===== src/rtl/sdram_init_pkg.sv =====
package sdram_init_pkg;

  // command code packed as {cs_n, ras_n, cas_n, we_n}
  typedef enum logic [3:0] {
    CMD_MODE  = 4'b0000,
    CMD_AREF  = 4'b0001,
    CMD_PALL  = 4'b0010,
    CMD_IDLE  = 4'b0111
  } sd_cmd_e;

  typedef enum logic [1:0] {
    ST_RUN   = 2'd0,
    ST_READY = 2'd1,
    ST_FAULT = 2'd2
  } seq_state_e;

  typedef struct packed {
    logic [2:0] cas_lat;
    logic       burst_ilv;
    logic [2:0] burst_len;
    logic       single_wr;
  } mode_cfg_t;

  // legal: latency 2 or 3; length 1/2/4/8, or full page with sequential type
  function automatic logic mode_cfg_legal(input mode_cfg_t c);
    logic lat_ok;
    logic len_ok;
    lat_ok = (c.cas_lat == 3'b010) || (c.cas_lat == 3'b011);
    len_ok = (c.burst_len[2] == 1'b0) ||
             ((c.burst_len == 3'b111) && (c.burst_ilv == 1'b0));
    return lat_ok && len_ok;
  endfunction

endpackage


===== src/rtl/sdram_init_timer.sv =====
module sdram_init_timer #(
  parameter int unsigned CNT_W = 8,
  parameter logic [CNT_W-1:0] RST_VAL = '0
) (
  input  logic             clk,
  input  logic             rst_n,
  input  logic             load,
  input  logic [CNT_W-1:0] load_val,
  output logic             zero
);

  logic [CNT_W-1:0] cnt_q;
  logic [CNT_W-1:0] cnt_d;
  logic             cnt_en;

  always_comb begin
    cnt_en = load || (cnt_q != '0);
    cnt_d  = load ? load_val : (cnt_q - CNT_W'(1));
  end

  always_ff @(posedge clk or negedge rst_n) begin
    if (!rst_n) begin
      cnt_q <= RST_VAL;
    end else if (cnt_en) begin
      cnt_q <= cnt_d;
    end
  end

  assign zero = (cnt_q == '0);

endmodule


===== src/rtl/sdram_mode_word.sv =====
module sdram_mode_word
  import sdram_init_pkg::*;
#(
  parameter int unsigned ADDR_W = 9
) (
  input  mode_cfg_t         cfg,
  output logic [ADDR_W-1:0] word,
  output logic              bank,
  output logic              legal
);

  always_comb begin
    word      = '0;
    word[2:0] = cfg.burst_len;
    word[3]   = cfg.burst_ilv;
    word[6:4] = cfg.cas_lat;
    // bits 8:7 select test modes and stay 0 for a normal load
    bank      = cfg.single_wr;
    legal     = mode_cfg_legal(cfg);
  end

endmodule


===== src/rtl/sdram_cmd_reg.sv =====
module sdram_cmd_reg
  import sdram_init_pkg::*;
#(
  parameter int unsigned ADDR_W = 9
) (
  input  logic              clk,
  input  logic              rst_n,
  input  logic              cmd_vld,
  input  sd_cmd_e           cmd_in,
  input  logic [ADDR_W-1:0] addr_in,
  input  logic              ba_in,
  output logic              cs_n,
  output logic              ras_n,
  output logic              cas_n,
  output logic              we_n,
  output logic [ADDR_W-1:0] addr,
  output logic              ba,
  output logic              cke,
  output logic              dqm
);

  sd_cmd_e           cmd_q, cmd_d;
  logic [ADDR_W-1:0] addr_q, addr_d;
  logic              ba_q, ba_d;
  logic              cke_q, dqm_q;

  always_comb begin
    cmd_d  = cmd_vld ? cmd_in  : CMD_IDLE;
    addr_d = cmd_vld ? addr_in : '0;
    ba_d   = cmd_vld ? ba_in   : 1'b0;
  end

  always_ff @(posedge clk or negedge rst_n) begin
    if (!rst_n) begin
      cmd_q  <= CMD_IDLE;
      addr_q <= '0;
      ba_q   <= 1'b0;
      cke_q  <= 1'b1;
      dqm_q  <= 1'b1;
    end else begin
      cmd_q  <= cmd_d;
      addr_q <= addr_d;
      ba_q   <= ba_d;
      cke_q  <= 1'b1;
      dqm_q  <= 1'b1;
    end
  end

  assign {cs_n, ras_n, cas_n, we_n} = cmd_q;
  assign addr = addr_q;
  assign ba   = ba_q;
  assign cke  = cke_q;
  assign dqm  = dqm_q;

endmodule


===== src/rtl/sdram_init_seq.sv =====
module sdram_init_seq
  import sdram_init_pkg::*;
#(
  parameter int unsigned CLK_MHZ    = 100,
  parameter int unsigned HOLD_US    = 200,
  parameter int unsigned REF_COUNT  = 2,
  parameter int unsigned GAP_CYCLES = 3,
  parameter int unsigned ADDR_W     = 9,
  parameter int unsigned AP_BIT     = 8
) (
  input  logic              clk,
  input  logic              rst_n,
  input  logic              cfg_mode_first,
  input  logic [2:0]        cfg_cas_lat,
  input  logic              cfg_burst_ilv,
  input  logic [2:0]        cfg_burst_len,
  input  logic              cfg_single_wr,
  output logic              sd_cs_n,
  output logic              sd_ras_n,
  output logic              sd_cas_n,
  output logic              sd_we_n,
  output logic              sd_cke,
  output logic              sd_dqm,
  output logic              sd_ba,
  output logic [ADDR_W-1:0] sd_addr,
  output logic              init_done,
  output logic              init_error
);

  localparam int unsigned HOLD_CYCLES = (CLK_MHZ * HOLD_US < 1) ? 1 : CLK_MHZ * HOLD_US;
  localparam int unsigned REF_N       = (REF_COUNT < 2) ? 2 : REF_COUNT;
  localparam int unsigned STEPS       = REF_N + 2;
  localparam int unsigned STEP_W      = $clog2(STEPS + 1);
  localparam int unsigned CNT_MAX     = (HOLD_CYCLES > GAP_CYCLES) ? HOLD_CYCLES : GAP_CYCLES;
  localparam int unsigned CNT_W       = $clog2(CNT_MAX + 1);
  localparam logic [STEP_W-1:0] END_STEP  = STEP_W'(STEPS);
  localparam logic [STEP_W-1:0] MODE_LATE = STEP_W'(STEPS - 1);
  localparam logic [CNT_W-1:0]  HOLD_LD   = CNT_W'(HOLD_CYCLES - 1);
  localparam logic [CNT_W-1:0]  GAP_LD    = CNT_W'(GAP_CYCLES);

  // reset: asynchronous assertion, release through two flops
  logic rst_meta_q, rst_sync_q;
  always_ff @(posedge clk or negedge rst_n) begin
    if (!rst_n) begin
      rst_meta_q <= 1'b0;
      rst_sync_q <= 1'b0;
    end else begin
      rst_meta_q <= 1'b1;
      rst_sync_q <= rst_meta_q;
    end
  end

  mode_cfg_t         mode_cfg;
  logic [ADDR_W-1:0] mode_word;
  logic              mode_bank;
  logic              mode_legal;

  assign mode_cfg = '{cas_lat:   cfg_cas_lat,
                      burst_ilv: cfg_burst_ilv,
                      burst_len: cfg_burst_len,
                      single_wr: cfg_single_wr};

  sdram_mode_word #(.ADDR_W(ADDR_W)) u_mode (
    .cfg   (mode_cfg),
    .word  (mode_word),
    .bank  (mode_bank),
    .legal (mode_legal)
  );

  logic tmr_load, tmr_zero;

  sdram_init_timer #(.CNT_W(CNT_W), .RST_VAL(HOLD_LD)) u_timer (
    .clk      (clk),
    .rst_n    (rst_sync_q),
    .load     (tmr_load),
    .load_val (GAP_LD),
    .zero     (tmr_zero)
  );

  seq_state_e        state_q, state_d;
  logic [STEP_W-1:0] step_q, step_d;
  sd_cmd_e           step_cmd;
  logic              cmd_vld;
  logic [ADDR_W-1:0] cmd_addr;
  logic              cmd_ba;

  // which command belongs to the current step
  always_comb begin
    if (step_q == '0) begin
      step_cmd = CMD_PALL;
    end else if (cfg_mode_first) begin
      step_cmd = (step_q == STEP_W'(1)) ? CMD_MODE : CMD_AREF;
    end else begin
      step_cmd = (step_q == MODE_LATE) ? CMD_MODE : CMD_AREF;
    end
  end

  always_comb begin
    cmd_addr = '0;
    cmd_ba   = 1'b0;
    case (step_cmd)
      CMD_PALL: cmd_addr[AP_BIT] = 1'b1;
      CMD_MODE: begin
        cmd_addr = mode_word;
        cmd_ba   = mode_bank;
      end
      default: ;
    endcase
  end

  // next-state process
  always_comb begin
    state_d  = state_q;
    step_d   = step_q;
    cmd_vld  = 1'b0;
    tmr_load = 1'b0;
    if ((state_q == ST_RUN) && tmr_zero) begin
      if (step_q == END_STEP) begin
        state_d = ST_READY;
      end else if ((step_cmd == CMD_MODE) && !mode_legal) begin
        state_d = ST_FAULT;
      end else begin
        cmd_vld  = 1'b1;
        tmr_load = 1'b1;
        step_d   = step_q + STEP_W'(1);
      end
    end
  end

  // register process
  always_ff @(posedge clk or negedge rst_sync_q) begin
    if (!rst_sync_q) begin
      state_q <= ST_RUN;
      step_q  <= '0;
    end else begin
      state_q <= state_d;
      step_q  <= step_d;
    end
  end

  sdram_cmd_reg #(.ADDR_W(ADDR_W)) u_pins (
    .clk     (clk),
    .rst_n   (rst_sync_q),
    .cmd_vld (cmd_vld),
    .cmd_in  (step_cmd),
    .addr_in (cmd_addr),
    .ba_in   (cmd_ba),
    .cs_n    (sd_cs_n),
    .ras_n   (sd_ras_n),
    .cas_n   (sd_cas_n),
    .we_n    (sd_we_n),
    .addr    (sd_addr),
    .ba      (sd_ba),
    .cke     (sd_cke),
    .dqm     (sd_dqm)
  );

  assign init_done  = (state_q == ST_READY);
  assign init_error = (state_q == ST_FAULT);

endmodule


===== config.mk =====
export PLATFORM = sky130hd
export DESIGN_NAME = sdram_init_seq
export DESIGN_NICKNAME = d
export VERILOG_FILES = /design/src/rtl/sdram_init_pkg.sv /design/src/rtl/sdram_init_timer.sv /design/src/rtl/sdram_mode_word.sv /design/src/rtl/sdram_cmd_reg.sv /design/src/rtl/sdram_init_seq.sv
export SDC_FILE = /design/constraint.sdc
export NUM_CORES = 1
export LEC_CHECK = 0
export BUFFER_PORTS_ARGS = -buffer_cell sky130_fd_sc_hd__buf_2
export CAP_MARGIN = 20
export CORE_MARGIN = 2
export CORE_UTILIZATION = 58
export DETAILED_ROUTE_END_ITERATION = 16
export GPL_ROUTABILITY_DRIVEN = 0
export HOLD_SLACK_MARGIN = 0.06
export PLACE_DENSITY = 0.82
export SYNTH_ARGS = -nofsm -noshare
export SYNTH_HDL_FRONTEND = slang
export SYNTH_SLANG_ARGS = --single-unit

===== constraint.sdc =====
create_clock -name clk -period 2.3 [get_ports clk]
set_input_delay 0.345 -clock clk [delete_from_list [all_inputs] [get_ports clk]]
set_output_delay 0.345 -clock clk [all_outputs]
set_load 0.01 [all_outputs]

==> flow_metrics.tcl <==
set metrics [dict create \
    status "finished clean" \
    critPathArrivalTime_ns 2.19 \
    ctsHtreeMaxLevel 2 \
    clock_latency_ns 0.32 \
    cts.sinks 34 \
    reg2reg_slack_ns 0.33 \
    wl_per_cell_um 14.0 \
    drv_cap 0 \
    grt_pass1_wl_um 4890 \
    clockBufferDepth 2 \
    finalSetupTns_ns 0 \
    antenna_left 0 \
    rows 19 \
    power_density_nw_per_um2 527 \
    muxShareOfSynthArea_pct 1.55 \
    p_leak_nw 0.884 \
    r2r_start "u_timer.cnt_q[6]$_DFFE_PN0P_" \
    final_cell_mix "buf_2, dfrtp_1, xnor2_1" \
    grt_overflow 0 \
    setup_violations 0 \
    maxSlewViolCount 0 \
    start_kind "flip-flop" \
    rsz0062_at_grt "false" \
    r2r_cells 4 \
    die_area_um2 3220 \
    initial_core_util_pct 59.6 \
    met3_length_um 121 \
    synth_compound_area_share_pct 6.20 \
    die_w_um 56.8 \
    die_h_um 56.8 \
    cp_max_fo 8 \
    final_util_pct 67.2 \
    avgSynthCellArea_um2 11.8 \
    grt_pass1_vias 1114 \
    async_reset_ff_share_pct 100 \
    hold_viol 0 \
    drt_iter0_drc 28 \
    synth_area_um2 1620 \
    cts_buffers 5 \
    yosys_most_used_dff "dfrtp_1" \
    ys_warn_count 0 \
    post_cts_buffers 0 \
    worstSetupPathType "reg2reg" \
    syn_inst 137 \
    synth_top_family_by_area "simple AND/OR/NAND/NOR gates" \
    cts_tree "built" \
    synth-edff-count 0 \
    vias 1107 \
    hold_path_class "reg2async" \
    portBuffers 24 \
    m1WireLength_um 1190 \
    grt_start_max_net_pins 27 \
    cts_hold_buf 1 \
    worstReg2RegEnd "step_q[1]$_DFFE_PN0P_" \
    synthXorXnorAreaFrac_pct 7.59 \
    synthSimpleGateAreaFrac_pct 21.5 \
    root_buffer "clkbuf_4" \
    final_common_cell "buf_2" \
    fmax_ghz 0.508 \
    insertedDiodeCount 0 \
    period_minus_slack_ns 1.97 \
    fin_hold_ws_ns 0.0970 \
    routed_wl_um 2800 \
    period_share_pct 85.5 \
    io-pin-count 29 \
    dp_hpwl_um 2030 \
    core-area_um2 2710 \
    seq_area_frac_synth_pct 53.6 \
    synth_cell_type_count 41 \
    crit_required_ns 2.52 \
    wl_met2_um 1400 \
    syn2layout_area_growth_pct 12.8 \
    drive_above_1_share_pct 30.8 \
    clk_pin_slew_ns 0.10 \
    firstDrtPassIters 5 \
    grt_util_all_layers_pct 20.0 \
    tightest_slew_ns 0.508 \
    via_per_inst 5.54 \
    cts_resized 0 \
    cp-end-kind "flip-flop" \
    synth_fa_ha_area_share_pct 4.65 \
    antenna_found_initial 0 \
    ir_drop_uv 529 \
    finClkSkew_ns 0.0102 \
    slew_headroom_pct 65.8 \
    drc 0 \
    nNetsFinal 185 \
    ys_seq_elements 34 \
    highest-signal-layer "met4" \
]
==> area by class of cell <==
type | count | area, µm²
Clock buffer | 7 | 55.1
Clock inverter | 1 | 5.00
Fill cell | 216 | 888
Inverter | 7 | 26.3
Multi-Input combinational cell | 94 | 693
Sequential cell | 34 | 866
Tap cell | 31 | 38.8
Timing Repair Buffer | 26 | 138
==> synthesized netlist by cell type, types with 3 or more instances <==
library cell,number,area share (%)
dfrtp_1,22,34
nor2b_1,3,1.2
inv_1,7,1.6
dfstp_2,12,20
nor2_1,12,2.8
and2_1,6,2.3
buf_4,6,2.8
xnor2_1,14,7.6
nand2_1,5,1.2
ha_1,6,4.6
nand3_1,5,1.5
nand2b_1,3,1.2
==> state kept, by name (all words and copies together), names as in the netlist <==
register and cells:
step_q 3, u_pins.ba 1, u_pins.addr 8, rst_sync_q 1, state_q 2, u_pins.cmd_q 3, rst_meta_q 1, u_timer.cnt_q 15
==> metrics by stage <==
stage / area, µm² / setup WS [ns] / cells / power, mW
finish: 1820 / 0.333 / 200 / 0.961
CTS: 1820 / 0.331 / 200 / 0.974
global route: 1820 / 0.211 / 200 / 1.01
detailed placement: 1750 / 0.349 / 191 / 0.641
global placement: 1750 / 0.440 / 191 / 0.640
floorplan: 1630 / 0.487 / 141 / 0.631
==> worst max-delay path: stages (launching register included) <==
cell	delay (ns)
dfrtp_1	0.46
nor4_4	0.42
and4_1	0.46
o211ai_4	0.20
mux2_4	0.33
==> per-layer routing <==
layer / track usage, % / up-vias
met2: 33.2 / 35
li1: - / 518
met3: 5.53 / 10
met4: 11.0 / 0
met5: 0 / -
met1: 23.4 / 544
==> power by group <==
group	switching (mW)	leakage, nW	internal, mW	total (mW)
registers	0.00261	0.414	0.601	0.604
clock network	0.182	0.0353	0.148	0.330
logic	0.0174	0.435	0.00993	0.0273
==> worst max path at each step <==
stage               depth (start not counted)                            to                    startpoint
CTS                                         6         step_q[1]$_DFFE_PN0P_         step_q[0]$_DFFE_PN0P_
global route                                6         step_q[1]$_DFFE_PN0P_         step_q[0]$_DFFE_PN0P_
finish                                      4         step_q[1]$_DFFE_PN0P_  u_timer.cnt_q[6]$_DFFE_PN0P_
detailed placement                          6         step_q[1]$_DFFE_PN0P_         step_q[0]$_DFFE_PN0P_
global placement                            6         step_q[1]$_DFFE_PN0P_         step_q[0]$_DFFE_PN0P_
floorplan                                   7  u_timer.cnt_q[3]$_DFFE_PN1P_  u_timer.cnt_q[0]$_DFFE_PN1P_
==> kinds of logic after synthesis <==
group                    after synthesis
multiplexers                           2
other                                  2
XOR/XNOR                              14
adder cells (fa/ha/maj)                6
buffers and inverters                 13
flip-flops                            34
AO/OA/AOI/OAI                         12
AND/OR/NAND/NOR                       54
Power figures use the tool's default switching activity.
